**src/rtl/tdma_regs_pkg.sv**
```systemverilog
package tdma_regs_pkg;

  typedef enum logic [3:0] {
    SEL_CNT, SEL_SRC, SEL_DST, SEL_NXT, SEL_CTRL,
    SEL_PRIO, SEL_CUR, SEL_MASK, SEL_STAT, SEL_NONE
  } reg_sel_e;

  // register group codes (offset bits [7:4])
  localparam logic [3:0] GRP_CNT  = 4'h0;
  localparam logic [3:0] GRP_SRC  = 4'h1;
  localparam logic [3:0] GRP_DST  = 4'h2;
  localparam logic [3:0] GRP_NXT  = 4'h3;
  localparam logic [3:0] GRP_CTRL = 4'h4;
  localparam logic [3:0] GRP_PRIO = 4'h6;
  localparam logic [3:0] GRP_CUR  = 4'h7;
  localparam logic [3:0] GRP_MASK = 4'h8;
  localparam logic [3:0] GRP_STAT = 4'hA;

  // control word bit positions
  localparam int CB_SAMPLE = 22;  // 3 bits
  localparam int CB_SERIAL = 21;
  localparam int CB_ABORT  = 20;
  localparam int CB_CLOSE  = 17;
  localparam int CB_PACK   = 16;
  localparam int CB_ACTIVE = 14;
  localparam int CB_FETCH  = 13;
  localparam int CB_ENABLE = 12;
  localparam int CB_IMODE  = 10;
  localparam int CB_CHAIN  = 9;
  localparam int CB_BURST  = 6;   // 3 bits
  localparam int CB_DDIR   = 4;   // 2 bits
  localparam int CB_SDIR   = 2;   // 2 bits

  localparam logic [31:0] CTRL_WMASK =
      (32'h7 << CB_SAMPLE) | (32'h1 << CB_SERIAL) | (32'h1 << CB_ABORT) |
      (32'h1 << CB_CLOSE)  | (32'h1 << CB_PACK)   | (32'h1 << CB_ENABLE) |
      (32'h1 << CB_IMODE)  | (32'h1 << CB_CHAIN)  | (32'h7 << CB_BURST) |
      (32'h3 << CB_DDIR)   | (32'h3 << CB_SDIR);

endpackage

```
**src/rtl/tdma_addr_dec.sv**
```systemverilog
module tdma_addr_dec
  import tdma_regs_pkg::*;
#(
  parameter int ADDR_W = 8,
  parameter int NCH    = 2,
  parameter int CH_W   = 2
) (
  input  logic [ADDR_W-1:0] addr,
  output reg_sel_e          sel,
  output logic [CH_W-1:0]   chan,
  output logic              hit
);
  logic upper_zero;
  logic unused_lsb;
  logic [3:0] grp;

  assign unused_lsb = ^addr[1:0];
  assign grp  = addr[7:4];
  assign chan = addr[3:2];

  generate
    if (ADDR_W > 8) begin : g_hi
      assign upper_zero = ~|addr[ADDR_W-1:8];
    end else begin : g_lo
      assign upper_zero = 1'b1;
    end
  endgenerate

  always_comb begin
    case (grp)
      GRP_CNT:  sel = SEL_CNT;
      GRP_SRC:  sel = SEL_SRC;
      GRP_DST:  sel = SEL_DST;
      GRP_NXT:  sel = SEL_NXT;
      GRP_CTRL: sel = SEL_CTRL;
      GRP_PRIO: sel = SEL_PRIO;
      GRP_CUR:  sel = SEL_CUR;
      GRP_MASK: sel = SEL_MASK;
      GRP_STAT: sel = SEL_STAT;
      default:  sel = SEL_NONE;
    endcase
  end

  assign hit = upper_zero && (int'(chan) < NCH) && (sel != SEL_NONE);
endmodule

```
**src/rtl/tdma_chan_regs.sv**
```systemverilog
module tdma_chan_regs
  import tdma_regs_pkg::*;
(
  input  logic        clk,
  input  logic        rst_n,
  input  logic        wr_en,
  input  reg_sel_e    sel,
  input  logic [31:0] wdata,
  input  logic        busy_i,
  input  logic [31:0] cur_desc_i,
  input  logic        done_i,
  output logic [31:0] rd_data_o,
  output logic [31:0] cnt_o,
  output logic [31:0] src_o,
  output logic [31:0] dst_o,
  output logic [31:0] nxt_o,
  output logic        enable_o,
  output logic        abort_o,
  output logic        chain_o,
  output logic        fetch_o,
  output logic [2:0]  burst_o,
  output logic [1:0]  sdir_o,
  output logic [1:0]  ddir_o,
  output logic [2:0]  sample_o,
  output logic        stat_o,
  output logic        mask_o
);
  logic [31:0] cnt_q, src_q, dst_q, nxt_q, ctrl_q, prio_q;
  logic        mask_q, stat_q, fetch_q;
  logic        stat_clr;

  assign stat_clr = wr_en && (sel == SEL_STAT) && !wdata[0];

  always_ff @(posedge clk) begin
    if (!rst_n) begin
      cnt_q   <= '0;
      src_q   <= '0;
      dst_q   <= '0;
      nxt_q   <= '0;
      ctrl_q  <= '0;
      prio_q  <= '0;
      mask_q  <= 1'b0;
      fetch_q <= 1'b0;
    end else begin
      fetch_q <= wr_en && (sel == SEL_CTRL) && wdata[CB_FETCH];
      if (wr_en) begin
        case (sel)
          SEL_CNT:  cnt_q  <= wdata;
          SEL_SRC:  src_q  <= wdata;
          SEL_DST:  dst_q  <= wdata;
          SEL_NXT:  nxt_q  <= wdata;
          SEL_CTRL: ctrl_q <= wdata & CTRL_WMASK;
          SEL_PRIO: prio_q <= wdata;
          SEL_MASK: mask_q <= wdata[0];
          default:  ;
        endcase
      end
    end
  end

  // completion flag: a completion event outranks a clearing write
  always_ff @(posedge clk) begin
    if (!rst_n)        stat_q <= 1'b0;
    else if (done_i)   stat_q <= 1'b1;
    else if (stat_clr) stat_q <= 1'b0;
  end

  always_comb begin
    case (sel)
      SEL_CNT:  rd_data_o = cnt_q;
      SEL_SRC:  rd_data_o = src_q;
      SEL_DST:  rd_data_o = dst_q;
      SEL_NXT:  rd_data_o = nxt_q;
      SEL_CTRL: rd_data_o = ctrl_q | (32'(busy_i) << CB_ACTIVE);
      SEL_PRIO: rd_data_o = prio_q;
      SEL_CUR:  rd_data_o = cur_desc_i;
      SEL_MASK: rd_data_o = {31'b0, mask_q};
      SEL_STAT: rd_data_o = {31'b0, stat_q};
      default:  rd_data_o = '0;
    endcase
  end

  assign cnt_o    = cnt_q;
  assign src_o    = src_q;
  assign dst_o    = dst_q;
  assign nxt_o    = nxt_q;
  assign enable_o = ctrl_q[CB_ENABLE];
  assign abort_o  = ctrl_q[CB_ABORT];
  assign chain_o  = ctrl_q[CB_CHAIN];
  assign burst_o  = ctrl_q[CB_BURST +: 3];
  assign sdir_o   = ctrl_q[CB_SDIR +: 2];
  assign ddir_o   = ctrl_q[CB_DDIR +: 2];
  assign sample_o = ctrl_q[CB_SAMPLE +: 3];
  assign fetch_o  = fetch_q;
  assign stat_o   = stat_q;
  assign mask_o   = mask_q;

  // completion latches regardless of the enable
  p_done_sets_r8: assert property (@(posedge clk) disable iff (!rst_n)
    done_i |=> stat_q);

  // flag moves only on a completion or a write to its group
  p_stat_keep_r9: assert property (@(posedge clk) disable iff (!rst_n)
    (!done_i && !(wr_en && sel == SEL_STAT)) |=> $stable(stat_q));
endmodule

```
**src/rtl/tdma_irq_merge.sv**
```systemverilog
module tdma_irq_merge #(
  parameter int NCH = 2
) (
  input  logic [NCH-1:0] stat_i,
  input  logic [NCH-1:0] mask_i,
  output logic           irq_o
);
  logic [NCH-1:0] pend;

  generate
    for (genvar i = 0; i < NCH; i++) begin : g_pend
      assign pend[i] = stat_i[i] & mask_i[i];
    end
  endgenerate

  assign irq_o = |pend;
endmodule

```
**src/rtl/tdma_regbank.sv**
```systemverilog
module tdma_regbank
  import tdma_regs_pkg::*;
#(
  parameter int NCH    = 2,
  parameter int ADDR_W = 8
) (
  input  logic                  clk,
  input  logic                  rst_n,
  input  logic                  bus_wen,
  input  logic                  bus_ren,
  input  logic [ADDR_W-1:0]     bus_addr,
  input  logic [31:0]           bus_wdata,
  output logic [31:0]           bus_rdata,
  output logic                  bus_rvalid,
  input  logic [NCH-1:0]        ch_busy,
  input  logic [NCH-1:0][31:0]  ch_cur_desc,
  input  logic [NCH-1:0]        ch_done,
  output logic [NCH-1:0][31:0]  ch_byte_cnt,
  output logic [NCH-1:0][31:0]  ch_src_addr,
  output logic [NCH-1:0][31:0]  ch_dst_addr,
  output logic [NCH-1:0][31:0]  ch_next_desc,
  output logic [NCH-1:0]        ch_enable,
  output logic [NCH-1:0]        ch_abort,
  output logic [NCH-1:0]        ch_chain,
  output logic [NCH-1:0]        ch_fetch,
  output logic [NCH-1:0][2:0]   ch_burst,
  output logic [NCH-1:0][1:0]   ch_src_dir,
  output logic [NCH-1:0][1:0]   ch_dst_dir,
  output logic [NCH-1:0][2:0]   ch_sample,
  output logic                  irq
);
  localparam int CH_W = 2;  // fixed by 4-byte stride inside 16-byte groups

  reg_sel_e        dec_sel;
  logic [CH_W-1:0] dec_chan;
  logic            dec_hit;
  logic [31:0]     rd_arr [NCH];
  logic [31:0]     rd_pick;
  logic [NCH-1:0]  stat_v, mask_v;

  tdma_addr_dec #(.ADDR_W(ADDR_W), .NCH(NCH), .CH_W(CH_W)) u_dec (
    .addr(bus_addr), .sel(dec_sel), .chan(dec_chan), .hit(dec_hit)
  );

  generate
    for (genvar i = 0; i < NCH; i++) begin : g_ch
      logic wr_here;
      assign wr_here = bus_wen && dec_hit && (dec_chan == CH_W'(i));

      tdma_chan_regs u_regs (
        .clk       (clk),
        .rst_n     (rst_n),
        .wr_en     (wr_here),
        .sel       (dec_sel),
        .wdata     (bus_wdata),
        .busy_i    (ch_busy[i]),
        .cur_desc_i(ch_cur_desc[i]),
        .done_i    (ch_done[i]),
        .rd_data_o (rd_arr[i]),
        .cnt_o     (ch_byte_cnt[i]),
        .src_o     (ch_src_addr[i]),
        .dst_o     (ch_dst_addr[i]),
        .nxt_o     (ch_next_desc[i]),
        .enable_o  (ch_enable[i]),
        .abort_o   (ch_abort[i]),
        .chain_o   (ch_chain[i]),
        .fetch_o   (ch_fetch[i]),
        .burst_o   (ch_burst[i]),
        .sdir_o    (ch_src_dir[i]),
        .ddir_o    (ch_dst_dir[i]),
        .sample_o  (ch_sample[i]),
        .stat_o    (stat_v[i]),
        .mask_o    (mask_v[i])
      );

      // a fetch pulse always stems from a register write one cycle earlier
      p_fetch_src_r6: assert property (@(posedge clk) disable iff (!rst_n)
        ch_fetch[i] |-> $past(bus_wen));
    end
  endgenerate

  always_comb begin
    rd_pick = '0;
    for (int i = 0; i < NCH; i++) begin
      if (dec_chan == CH_W'(i)) rd_pick = rd_arr[i];
    end
  end

  always_ff @(posedge clk) begin
    if (!rst_n) begin
      bus_rdata  <= '0;
      bus_rvalid <= 1'b0;
    end else begin
      bus_rvalid <= bus_ren;
      if (bus_ren) bus_rdata <= dec_hit ? rd_pick : 32'h0;
    end
  end

  tdma_irq_merge #(.NCH(NCH)) u_irq (
    .stat_i(stat_v), .mask_i(mask_v), .irq_o(irq)
  );

  // read data follows the strobe by exactly one cycle
  p_rvalid_r3: assert property (@(posedge clk) disable iff (!rst_n)
    bus_ren |=> bus_rvalid);

  // unmapped offsets read as zero
  p_unmapped_zero_r3: assert property (@(posedge clk) disable iff (!rst_n)
    (bus_ren && !dec_hit) |=> (bus_rdata == 32'h0));

  // the shared line only drops after a register write
  p_irq_drop_r10: assert property (@(posedge clk) disable iff (!rst_n)
    $fell(irq) |-> $past(bus_wen));
endmodule

```
**config.mk**
```make
export PLATFORM = sky130hd
export DESIGN_NAME = tdma_regbank
export DESIGN_NICKNAME = d
export VERILOG_FILES = /design/src/rtl/tdma_regs_pkg.sv /design/src/rtl/tdma_addr_dec.sv /design/src/rtl/tdma_chan_regs.sv /design/src/rtl/tdma_irq_merge.sv /design/src/rtl/tdma_regbank.sv
export SDC_FILE = /design/constraint.sdc
export NUM_CORES = 1
export LEC_CHECK = 0
export BUFFER_PORTS_ARGS = -buffer_cell sky130_fd_sc_hd__buf_2
export CORE_UTILIZATION = 50
export DETAILED_ROUTE_END_ITERATION = 8
export PLACE_DENSITY_LB_ADDON = 0.12
export SETUP_SLACK_MARGIN = 0.3
export SLEW_MARGIN = 20
export SYNTH_ARGS = -nofsm -noshare
export SYNTH_HDL_FRONTEND = slang
export SYNTH_SLANG_ARGS = --single-unit
```
**constraint.sdc**
```tcl
create_clock -name clk -period 2.6 [get_ports clk]
set_input_delay 0.13 -clock clk [delete_from_list [all_inputs] [get_ports clk]]
set_output_delay 0.13 -clock clk [all_outputs]
set_load 0.02 [all_outputs]
```
=== Word level (Yosys, flattened, before mapping) ===
Memories as Yosys holds them, arrays and structs flattened.
Cells that the tools add are included.

* Bitwise operators: 4
* Eq/ne operators: 10
* Muxes and demuxes: 9
* $lt $le $gt $ge: 1
* Reduce and logical (&&, ||, !) cells: 32

{| class="wikitable"
|+ Operators with widths
! cell !! number
|-
| 32-bit case mux with 9 select lines || 2
|-
| 32-bit 2-to-1 mux || 3
|-
| 25-bit by 15-bit OR with 25-bit output || 2
|-
| 2-bit AND reduction || 14
|-
| 4-bit by 3-bit equality test with 1-bit output, second input constant || 4
|-
| 1-bit logical AND || 12
|-
| 4-bit by 2-bit equality test with 1-bit output, second input constant || 2
|-
| 4-bit by 1-bit equality test with 1-bit output, second input constant || 1
|-
| 4-bit equality test, second input constant || 1
|-
| 4-bit logical NOT || 1
|-
| 1-bit 2-to-1 mux || 4
|-
| 4-bit inequality test, second input constant || 1
|-
| 2-bit nonzero test || 2
|-
| 1-bit AND || 2
|-
| 2-bit by 1-bit equality test with 1-bit output, second input constant || 1
|-
| 2-bit logical NOT || 1
|-
| 2-bit less-than comparator, second input constant || 1
|-
| 2-bit OR reduction || 1
|-
| 1-bit logical NOT || 1
|}

* Output and inout bits: 318
* Flip-flop bits (word level): 393
* Logic and storage cells: 77
* Bits in read-only memories: 64
* Memories: 1

{| class="wikitable"
|+ Memories
! name !! depth !! width !! read ports !! clocked after memory_dff !! write ports !! line !! RTL
|-
| (name not given) || 16 || 4 || 1 || 0 || 0 || tdma_addr_dec.sv:30 || <nowiki>case (grp)</nowiki>
|}

=== Depth between registers and ports, before layout ===
Gate-level depths: netlist (run 1).
An unclocked memory read counts as a cell.

* Depth after elaboration: 9
* Depth in mapped cells: 13

=== By module ===
From an unflattened synthesis (run 1), not the netlist that was laid out.

* Cell total of the unflattened synthesis: 2281
* Area total of the unflattened synthesis: 20307.0 sq um

{| class="wikitable"
|+ Modules (own cells, without submodules)
! module !! cells each !! area an instance (sq um) !! times used
|-
| tdma_chan_regs || 1071 || 9260.1 || 2
|-
| tdma_regbank || 114 || 1595.3 || 1
|-
| tdma_addr_dec || 24 || 182.7 || 1
|-
| tdma_irq_merge || 1 || 8.8 || 1
|}

=== Worst setup path after synthesis (run 1) ===
OpenSTA, ideal clock, no wires.

* Path kind: input-to-reg
* From: input bus_addr[4]
* To: register bus_rdata[0]
* Cell stages on the path: 11
* Path buffers: 3
* Setup time: 124 ps
* Setup slack: 345 ps
* Arrival time: 2131 ps
* Data required time: 2476 ps
* Cell sequence: inv_1 ha_1 buf_2 o21ai_0 o31a_1 buf_4 buf_2 mux2_2 a221o_1 a211oi_1 nor3_1

* Word-level cells in the longest chain between the ends: 6

{| class="wikitable"
|+ RTL lines
! what !! line !! RTL
|-
| start: declaration || tdma_regbank.sv:11 || <nowiki>input logic [ADDR_W-1:0] bus_addr,</nowiki>
|-
| memory read 16 x 4 bit * || -- ||
|-
| 4-bit equality test, or another cell as far along || tdma_chan_regs.sv:69 || <nowiki>case (sel)</nowiki>
|-
| 32-bit case mux with 9 select lines || tdma_chan_regs.sv:69 ||
|-
| 32-bit 2-to-1 mux (2 in a row) || tdma_regbank.sv:85 || <nowiki>if (dec_chan == CH_W'(i)) rd_pick = rd_arr[i];</nowiki>
|-
| 32-bit 2-to-1 mux * || tdma_regbank.sv:95 || <nowiki>if (bus_ren) bus_rdata <= dec_hit ? rd_pick : 32'h0;</nowiki>
|-
| end signal: assignment || tdma_regbank.sv:95 ||
|-
| end: declaration || tdma_regbank.sv:13 || <nowiki>output logic [31:0] bus_rdata,</nowiki>
|}

Every way passes the cells marked *; elsewhere a longest branch is shown, timed or not.
A chain may end at the register's enable or synchronous reset.

=== Worst setup path in the final report (run 1) ===
* From: input bus_addr[5]
* To: register bus_rdata[25]

The elaborated chain is that of the path after synthesis.

==> impl_summary.log, run 1 <==
INFO  metric outcome = finished, final reports clean
INFO  metric finish.cell_count_without_fillers = 3254
INFO  metric static-leakage-power = 9.31 nW
INFO  metric drv_slew = 0
INFO  metric core = 36500 sq um
INFO  metric detail_route.wl_per_cell = 25.0 microns
INFO  metric hold_violations = 0
INFO  metric grt_pass1_wl = 119000 microns
INFO  metric timing_worst_slew_pin_value = 872 ps
INFO  metric critical_path_peak_fanout = 8
INFO  metric io_pins = 430
INFO  metric critPathCaptureType = register
INFO  metric initial_utilization = 50.8%
INFO  metric final_design_area_no_fill = 23800 sq um
INFO  metric timing.final.crit_period = 2180 ps
INFO  metric syn_warnings = 0
INFO  metric finalNetCount = 2872
INFO  metric biggest_cell_delay_along_the_critical_path = 620 ps
INFO  metric hold_path_class = primary input to register
INFO  metric critPathSlowestCell = sky130_fd_sc_hd__a2111oi_0
INFO  metric dp_worst_setup_slack = -216 ps
INFO  metric die_width = 195 microns
INFO  metric routed_wl = 81300 microns
INFO  metric critical_path.startpoint_type = primary input
INFO  metric most_common_cell_on_crit_path = sky130_fd_sc_hd__buf_4
INFO  metric layout.cells.most_common = sky130_fd_sc_hd__nand2_1
INFO  metric clkSinkCount = 393
INFO  metric chipHeight = 195 microns
INFO  metric vias = 19.8k
INFO  metric worst-path-buf-inv = 5
INFO  metric dr.first_iter.drc_count = 2123
INFO  metric sequential_share_of_the_synthesized_area = 42.4%
INFO  metric clock_tree.root_cell = sky130_fd_sc_hd__clkbuf_16
INFO  metric antenna_left = 0
INFO  metric grt_max_degree = 195
INFO  metric cts_buffers = 43
INFO  metric critPathKind = primary input to register
INFO  metric synthesis.area_per_instance = 8.02 sq um
INFO  metric timing.fmax = 459 MHz
INFO  metric portBuffers = 427
INFO  metric crit_path_cell_trace = buf_2 > inv_1 > ha_1 > o21ai_0 > buf_4 > o31a_2 > buf_4 > and2_1 > buf_4 > a22o_1 > a2111oi_0 > o31ai_1
INFO  metric ctsLongestPathBuffers = 3
INFO  metric worst_clock_skew = 21.2 ps
INFO  metric power.ir.vdd_worst = 0.430 mV
INFO  metric synthCells = 2311
INFO  metric vias_per_cell = 6.09
INFO  metric setup_repair_after_global_routing_missed_its_margin = no
INFO  metric postSynth.topFlopCell = sky130_fd_sc_hd__dfxtp_1
INFO  metric dpl.cell_count = 3135
INFO  metric asyncSetResetFlopFracSynth = 0%
INFO  metric cellPowerDensity = 575 nW/um^2
INFO  metric htree_num_levels = 2
INFO  metric post_dp_cell_area = 21900 sq um
INFO  metric cts_tree = built
INFO  metric post_synth_num_cell_types = 77
INFO  metric final.setup.worst_slack = 422 ps
INFO  metric global_route.overflow_total = 0
INFO  metric crit_required = 3020 ps
INFO  metric layout-drive-gt1-share = 25.4%
INFO  metric clkLatencyLatePin = 580 ps
INFO  metric max-cap-violations = 0
INFO  metric dp.final_hpwl = 57400 microns
INFO  metric fill_count = 3217
INFO  metric antenna_found_initial = 6
INFO  metric drt-pass1-iter-count = 9
INFO  metric slew_headroom = 41.9%
INFO  metric timing.critical_path.arrival = 2600 ps
INFO  metric first_global_vias = 19.0k
INFO  metric area_growth_syn_to_layout = 28.1%
INFO  metric period_utilisation_layout = 83.8%
INFO  metric cts_post_setup_buffers_inserted = 0
INFO  metric grt_util_overall = 41.7%
INFO  metric setup-violations-final = 0
INFO  metric die_area = 37900 sq um
INFO  metric place_congestion = 0.974
INFO  metric syn-num-nets = 2429
INFO  metric fp-row-count = 70
INFO  metric path_clk_slew = 70 ps
INFO  metric syn-cell-area = 18500 sq um
INFO  metric critPathTopFamily = compound AO/OA/AOI/OAI gates
INFO  metric synth-edff-count = 0
INFO  metric layout.cells.most_common_list = sky130_fd_sc_hd__nand2_1, sky130_fd_sc_hd__buf_2, sky130_fd_sc_hd__dfxtp_1
INFO  metric drc = 0
INFO  metric synth.ff_latch_count = 393
-- synth_stat cells (17+ instances only) --
| cell | count | area (sq um) |
|---|---|---|
| sky130_fd_sc_hd__nand2_1 | 804 | 3020 |
| sky130_fd_sc_hd__dfxtp_1 | 393 | 7870 |
| sky130_fd_sc_hd__a21boi_0 | 191 | 1430 |
| sky130_fd_sc_hd__a21boi_1 | 147 | 1100 |
| sky130_fd_sc_hd__buf_2 | 101 | 505 |
| sky130_fd_sc_hd__clkbuf_1 | 76 | 285 |
| sky130_fd_sc_hd__a22oi_1 | 61 | 458 |
| sky130_fd_sc_hd__nand3_1 | 57 | 285 |
| sky130_fd_sc_hd__a21oi_1 | 49 | 245 |
| sky130_fd_sc_hd__buf_4 | 32 | 240 |
| sky130_fd_sc_hd__a221oi_1 | 30 | 263 |
| sky130_fd_sc_hd__buf_1 | 30 | 113 |
| sky130_fd_sc_hd__mux2i_1 | 30 | 300 |
| sky130_fd_sc_hd__nor2_1 | 29 | 109 |
| sky130_fd_sc_hd__nor2b_1 | 25 | 156 |
| sky130_fd_sc_hd__a22o_1 | 21 | 184 |
| sky130_fd_sc_hd__a2111oi_0 | 17 | 149 |
-- timing repair --
action,CTS,global route
hold buffers,42,0
endpoints found under the hold margin,319,0
endpoints found under the setup margin,0,21
resized for setup,0,3
-- state kept, by name (all words and copies together) (netlist names) --
register	count
g_ch.u_regs.cnt_o	64
g_ch.u_regs.dst_o	64
g_ch.u_regs.nxt_o	64
g_ch.u_regs.prio_q	64
g_ch.u_regs.src_o	64
g_ch.u_regs.ctrl_q	34
bus_rdata	32
g_ch.u_regs.fetch_o	2
g_ch.u_regs.mask_o	2
g_ch.u_regs.stat_o	2
bus_rvalid	1
-- where the power goes --
part           internal [mW]  total [mW]  switching [mW]
sequential              6.05        6.08          0.0270
clock                   3.55        6.10            2.55
combinational          0.548        1.49           0.940
-- worst register-to-register path, delay by kind of cell, from the launching register on --
kind | cells | cell delay (ps)
compound gates | 5 | 980
simple gates | 1 | 150
flops | 1 | 350
buf+inv | 1 | 180
-- logic make-up after synthesis --
family	share of synthesized area [%]
and+or+nand+nor	21.4
AOI/OAI and AO/OA	27.2
adders and majority gates	0.405
buffers and inverters	6.63
muxes	1.86
DFF	42.4
-- routing by layer --
layer / share of wire (%) / wire (microns) / GRT usage [%]
met3: 10 / 8170 / 7.84
met5: 0.015 / 12 / 0
met4: 5.5 / 4480 / 23.7
met2: 47 / 38100 / 69.2
met1: 38 / 30500 / 50.6
-- final cells by class --
| class | instances | area [sq um] | share of cell area, % |
|---|---|---|---|
| inverters | 11 | 41.3 | 0.174 |
| repair buffers | 641 | 4370 | 18.4 |
| clock inverters | 9 | 76.3 | 0.321 |
| well taps | 468 | 586 | 2.46 |
| clock buffers | 63 | 1300 | 5.49 |
| diodes | 5 | 12.5 | 0.0527 |
| multi-input cells | 1664 | 9510 | 40.0 |
| flip-flops and latches | 393 | 7870 | 33.1 |
-- per-stage QoR --
step	utilization (%)	hold WS, ps	power, mW	TNS (ps)
floorplan	-	269	6.86	0
CTS	65.0	1.71	13.6	0
global placement	60.1	362	7.59	-3420
finish	65.1	18.6	13.7	0
detailed placement	60.1	372	7.59	-3930
global route	65.0	48.5	13.9	0
-- final timing paths --
path | end | depth (start not counted) | from | slack [ps]
setup reg to reg | bus_rdata[17] | 7 | g_ch[1].u_regs.cnt_o[17] | 830
hold reg to reg | bus_rdata[20] | 2 | bus_rdata[20] | 450
setup / recovery | bus_rdata[25] | 12 | bus_addr[5] | 420
hold / removal | bus_rdata[28] | 3 | ch_cur_desc[28] | 20
Power figures use the tool's default switching activity.
==> run 2: changes to the inputs <==
==> constraint.sdc (replaced) <==
create_clock -name clk -period 2.06 [get_ports clk]
set_input_delay 0.103 -clock clk [delete_from_list [all_inputs] [get_ports clk]]
set_output_delay 0.103 -clock clk [all_outputs]
set_load 0.02 [all_outputs]
==> impl_summary.log, run 2 (synthesized netlist as in run 1, its figures left out) <==
INFO  metric outcome = finished, violations left
INFO  metric violations = negative hold slack
INFO  metric global_route.overflow_total = 0 (unchanged)
INFO  metric drc = 0 (unchanged)
INFO  metric first_global_vias = 19.6k (+3.3%)
INFO  metric timing.hold.ws = -11.1 ps (-29.7 ps)
INFO  metric post_dp_cell_area = 22500 sq um (+2.5%)
INFO  metric initial_utilization = 50.8% (unchanged)
INFO  metric grt_pass1_wl = 124000 microns (+4.6%)
INFO  metric antenna_found_initial = 1 (-5)
INFO  metric multi_input_comb_area = 9990 sq um (+5.1%)
INFO  metric finalNetCount = 2958 (+3.0%)
INFO  metric io_pins = 430 (unchanged)
INFO  metric max-cap-violations = 0 (unchanged)
INFO  metric power.sequential.fraction = 44.4% (about the same)
INFO  metric layout.cells.most_common = sky130_fd_sc_hd__nand2_1
INFO  metric total_design_power = 17.3 mW (+27%)
INFO  metric fp-row-count = 70 (unchanged)
INFO  metric setup-violations-final = 0 (unchanged)
INFO  metric setup_repair_after_global_routing_missed_its_margin = yes
INFO  metric clock_power_share = 43.0% (-1.6 points)
INFO  metric p_sw = 4.59 mW (+31%)
INFO  metric timing_worst_slew_pin_value = 1010 ps (+140 ps)
INFO  metric dr.first_iter.drc_count = 2150 (+1.3%)
INFO  metric vias_per_cell = 6.24 (+2.5%)
INFO  metric slew_headroom = 32.5% (-9.3 points)
INFO  metric die_width = 195 microns (unchanged)
INFO  metric internal_power = 12.7 mW (+25%)
INFO  metric clock_tree.root_cell = sky130_fd_sc_hd__clkbuf_16
INFO  metric htree_num_levels = 2 (unchanged)
INFO  metric clkSinkCount = 393 (unchanged)
INFO  metric cts_buffers = 42 (-2.3%)
INFO  metric hold_violations = 1 (+1)
INFO  metric hold_path_class = primary input to register
INFO  metric final_design_area_no_fill = 25200 sq um (+5.9%)
INFO  metric die_area = 37900 sq um (unchanged)
INFO  metric worst_clock_skew = 23.7 ps (+2.44 ps)
INFO  metric routed_wl = 88300 microns (+8.6%)
INFO  metric portBuffers = 427 (unchanged)
INFO  metric comb_power_share = 12.6% (+1.7 points)
INFO  metric timing.fmax = 566 MHz
INFO  metric ctsLongestPathBuffers = 3 (unchanged)
INFO  metric core = 36500 sq um (unchanged)
INFO  metric layout-drive-gt1-share = 29.5% (+4.0 points)
INFO  metric period_utilisation_layout = 85.8%
INFO  metric fill_count = 3119 (-3.0%)
INFO  metric antenna_left = 0 (unchanged)
INFO  metric seq_area = 7870 sq um (unchanged)
INFO  metric crit_required = 2520 ps (-500 ps)
INFO  metric critPathCaptureType = register
INFO  metric place_congestion = 1.00 (+3.0%)
INFO  metric drt-pass1-iter-count = 7 (-2)
INFO  metric layout.cells.most_common_list = sky130_fd_sc_hd__nand2_1, sky130_fd_sc_hd__buf_2, sky130_fd_sc_hd__dfxtp_1
INFO  metric cts_tree = built
INFO  metric timing.critical_path.arrival = 2230 ps (-370 ps)
INFO  metric cellPowerDensity = 687 nW/um^2 (+20%)
INFO  metric critical_path_peak_fanout = 10 (+2)
INFO  metric vias = 20.8k (+5.1%)
INFO  metric critical_path.startpoint_type = primary input
INFO  metric power.ir.vdd_worst = 0.697 mV (+62%)
INFO  metric grt_max_degree = 156 (-20%)
INFO  metric swShare = 26.5% (+0.82 points)
INFO  metric drv_slew = 0 (unchanged)
INFO  metric path_clk_slew = 60 ps (about the same)
INFO  metric dp.final_hpwl = 61200 microns (+6.7%)
INFO  metric grt_util_overall = 43.8% (+2.1 points)
INFO  metric timing.final.crit_period = 1770 ps
INFO  metric chipHeight = 195 microns (unchanged)
INFO  metric static-leakage-power = 9.95 nW (+6.8%)
INFO  metric area_growth_syn_to_layout = 35.7%
INFO  metric clkLatencyLatePin = 580 ps (about the same)
INFO  metric critPathKind = primary input to register
INFO  metric detail_route.wl_per_cell = 26.4 microns (+5.8%)
INFO  metric insertedDiodeCount = 0 (-5)
[run 2: final cells by class]
cell class | instances | share of cell area (%)
repair buffers | 726 | 21.2
flip-flops and latches | 393 | 31.3
clock buffers | 64 | 4.82
clock inverters | 11 | 0.393
well taps | 468 | 2.33
inverters | 11 | 0.224
multi-input cells | 1666 | 39.7
[run 2: layer usage]
metal	vias up	track usage [%]	share of wire, %
met5	-	0	0.015
met4	2	28.0	6.9
met3	349	7.37	10
met2	1533	71.6	46
met1	9946	53.4	37
li1	9016	-	-
[run 2: final timing paths]
check                           slack (ps)  cells past startpoint                      start                         to
worst max register to register         360                      7   g_ch[1].u_regs.cnt_o[17]              bus_rdata[17]
worst max-delay path                   290                     10                bus_addr[5]               bus_rdata[7]
worst min register to register         450                      2  g_ch[0].u_regs.prio_q[27]  g_ch[0].u_regs.prio_q[27]
worst min-delay path                   -10                      4            ch_cur_desc[51]              bus_rdata[19]
[run 2: stage by stage]
step / cells / setup slack, ps / setup TNS (ps) / util (%)
after floorplan: 2311 / -26.0 / -52.0 / -
after global placement: 3185 / -754 / -158420 / 61.6
after detailed placement: 3185 / -849 / -172560 / 61.6
after CTS: 3313 / 288 / 0 / 67.1
after global routing: 3339 / 239 / 0 / 68.9
final: 3339 / 292 / 0 / 68.9
[run 2: what timing repair did]
action	CTS	global route
endpoints found under the hold margin	356	0
pin swaps	14	25
endpoints found under the setup margin	389	257
buffers inserted	4	14
hold buffers	49	0
gates resized for setup	40	78
cloned	0	12
[run 2: power groups by stage]
| stage | Combinational (mW) | Sequential, mW | Clock, mW |
|---|---|---|---|
| 5_1_grt | 2.21 | 7.67 | 7.71 |
| 4_1_cts | 1.98 | 7.67 | 7.42 |
| 6_report | 2.18 | 7.68 | 7.44 |
| 3_5_place_dp | 1.86 | 7.84 | 0 |
| 3_3_place_gp | 1.85 | 7.84 | 0 |
| 2_1_floorplan | 0.834 | 7.87 | 0 |
[run 2: worst max-delay path, stage by stage]
cell and delay [ps]:
sky130_fd_sc_hd__buf_6 120, sky130_fd_sc_hd__inv_4 70, sky130_fd_sc_hd__ha_2 260, sky130_fd_sc_hd__nand2b_4 210
sky130_fd_sc_hd__a21oi_4 130, sky130_fd_sc_hd__buf_4 240, sky130_fd_sc_hd__a22o_1 250, sky130_fd_sc_hd__a222oi_1 280
sky130_fd_sc_hd__nand3_1 250, sky130_fd_sc_hd__a32o_1 310
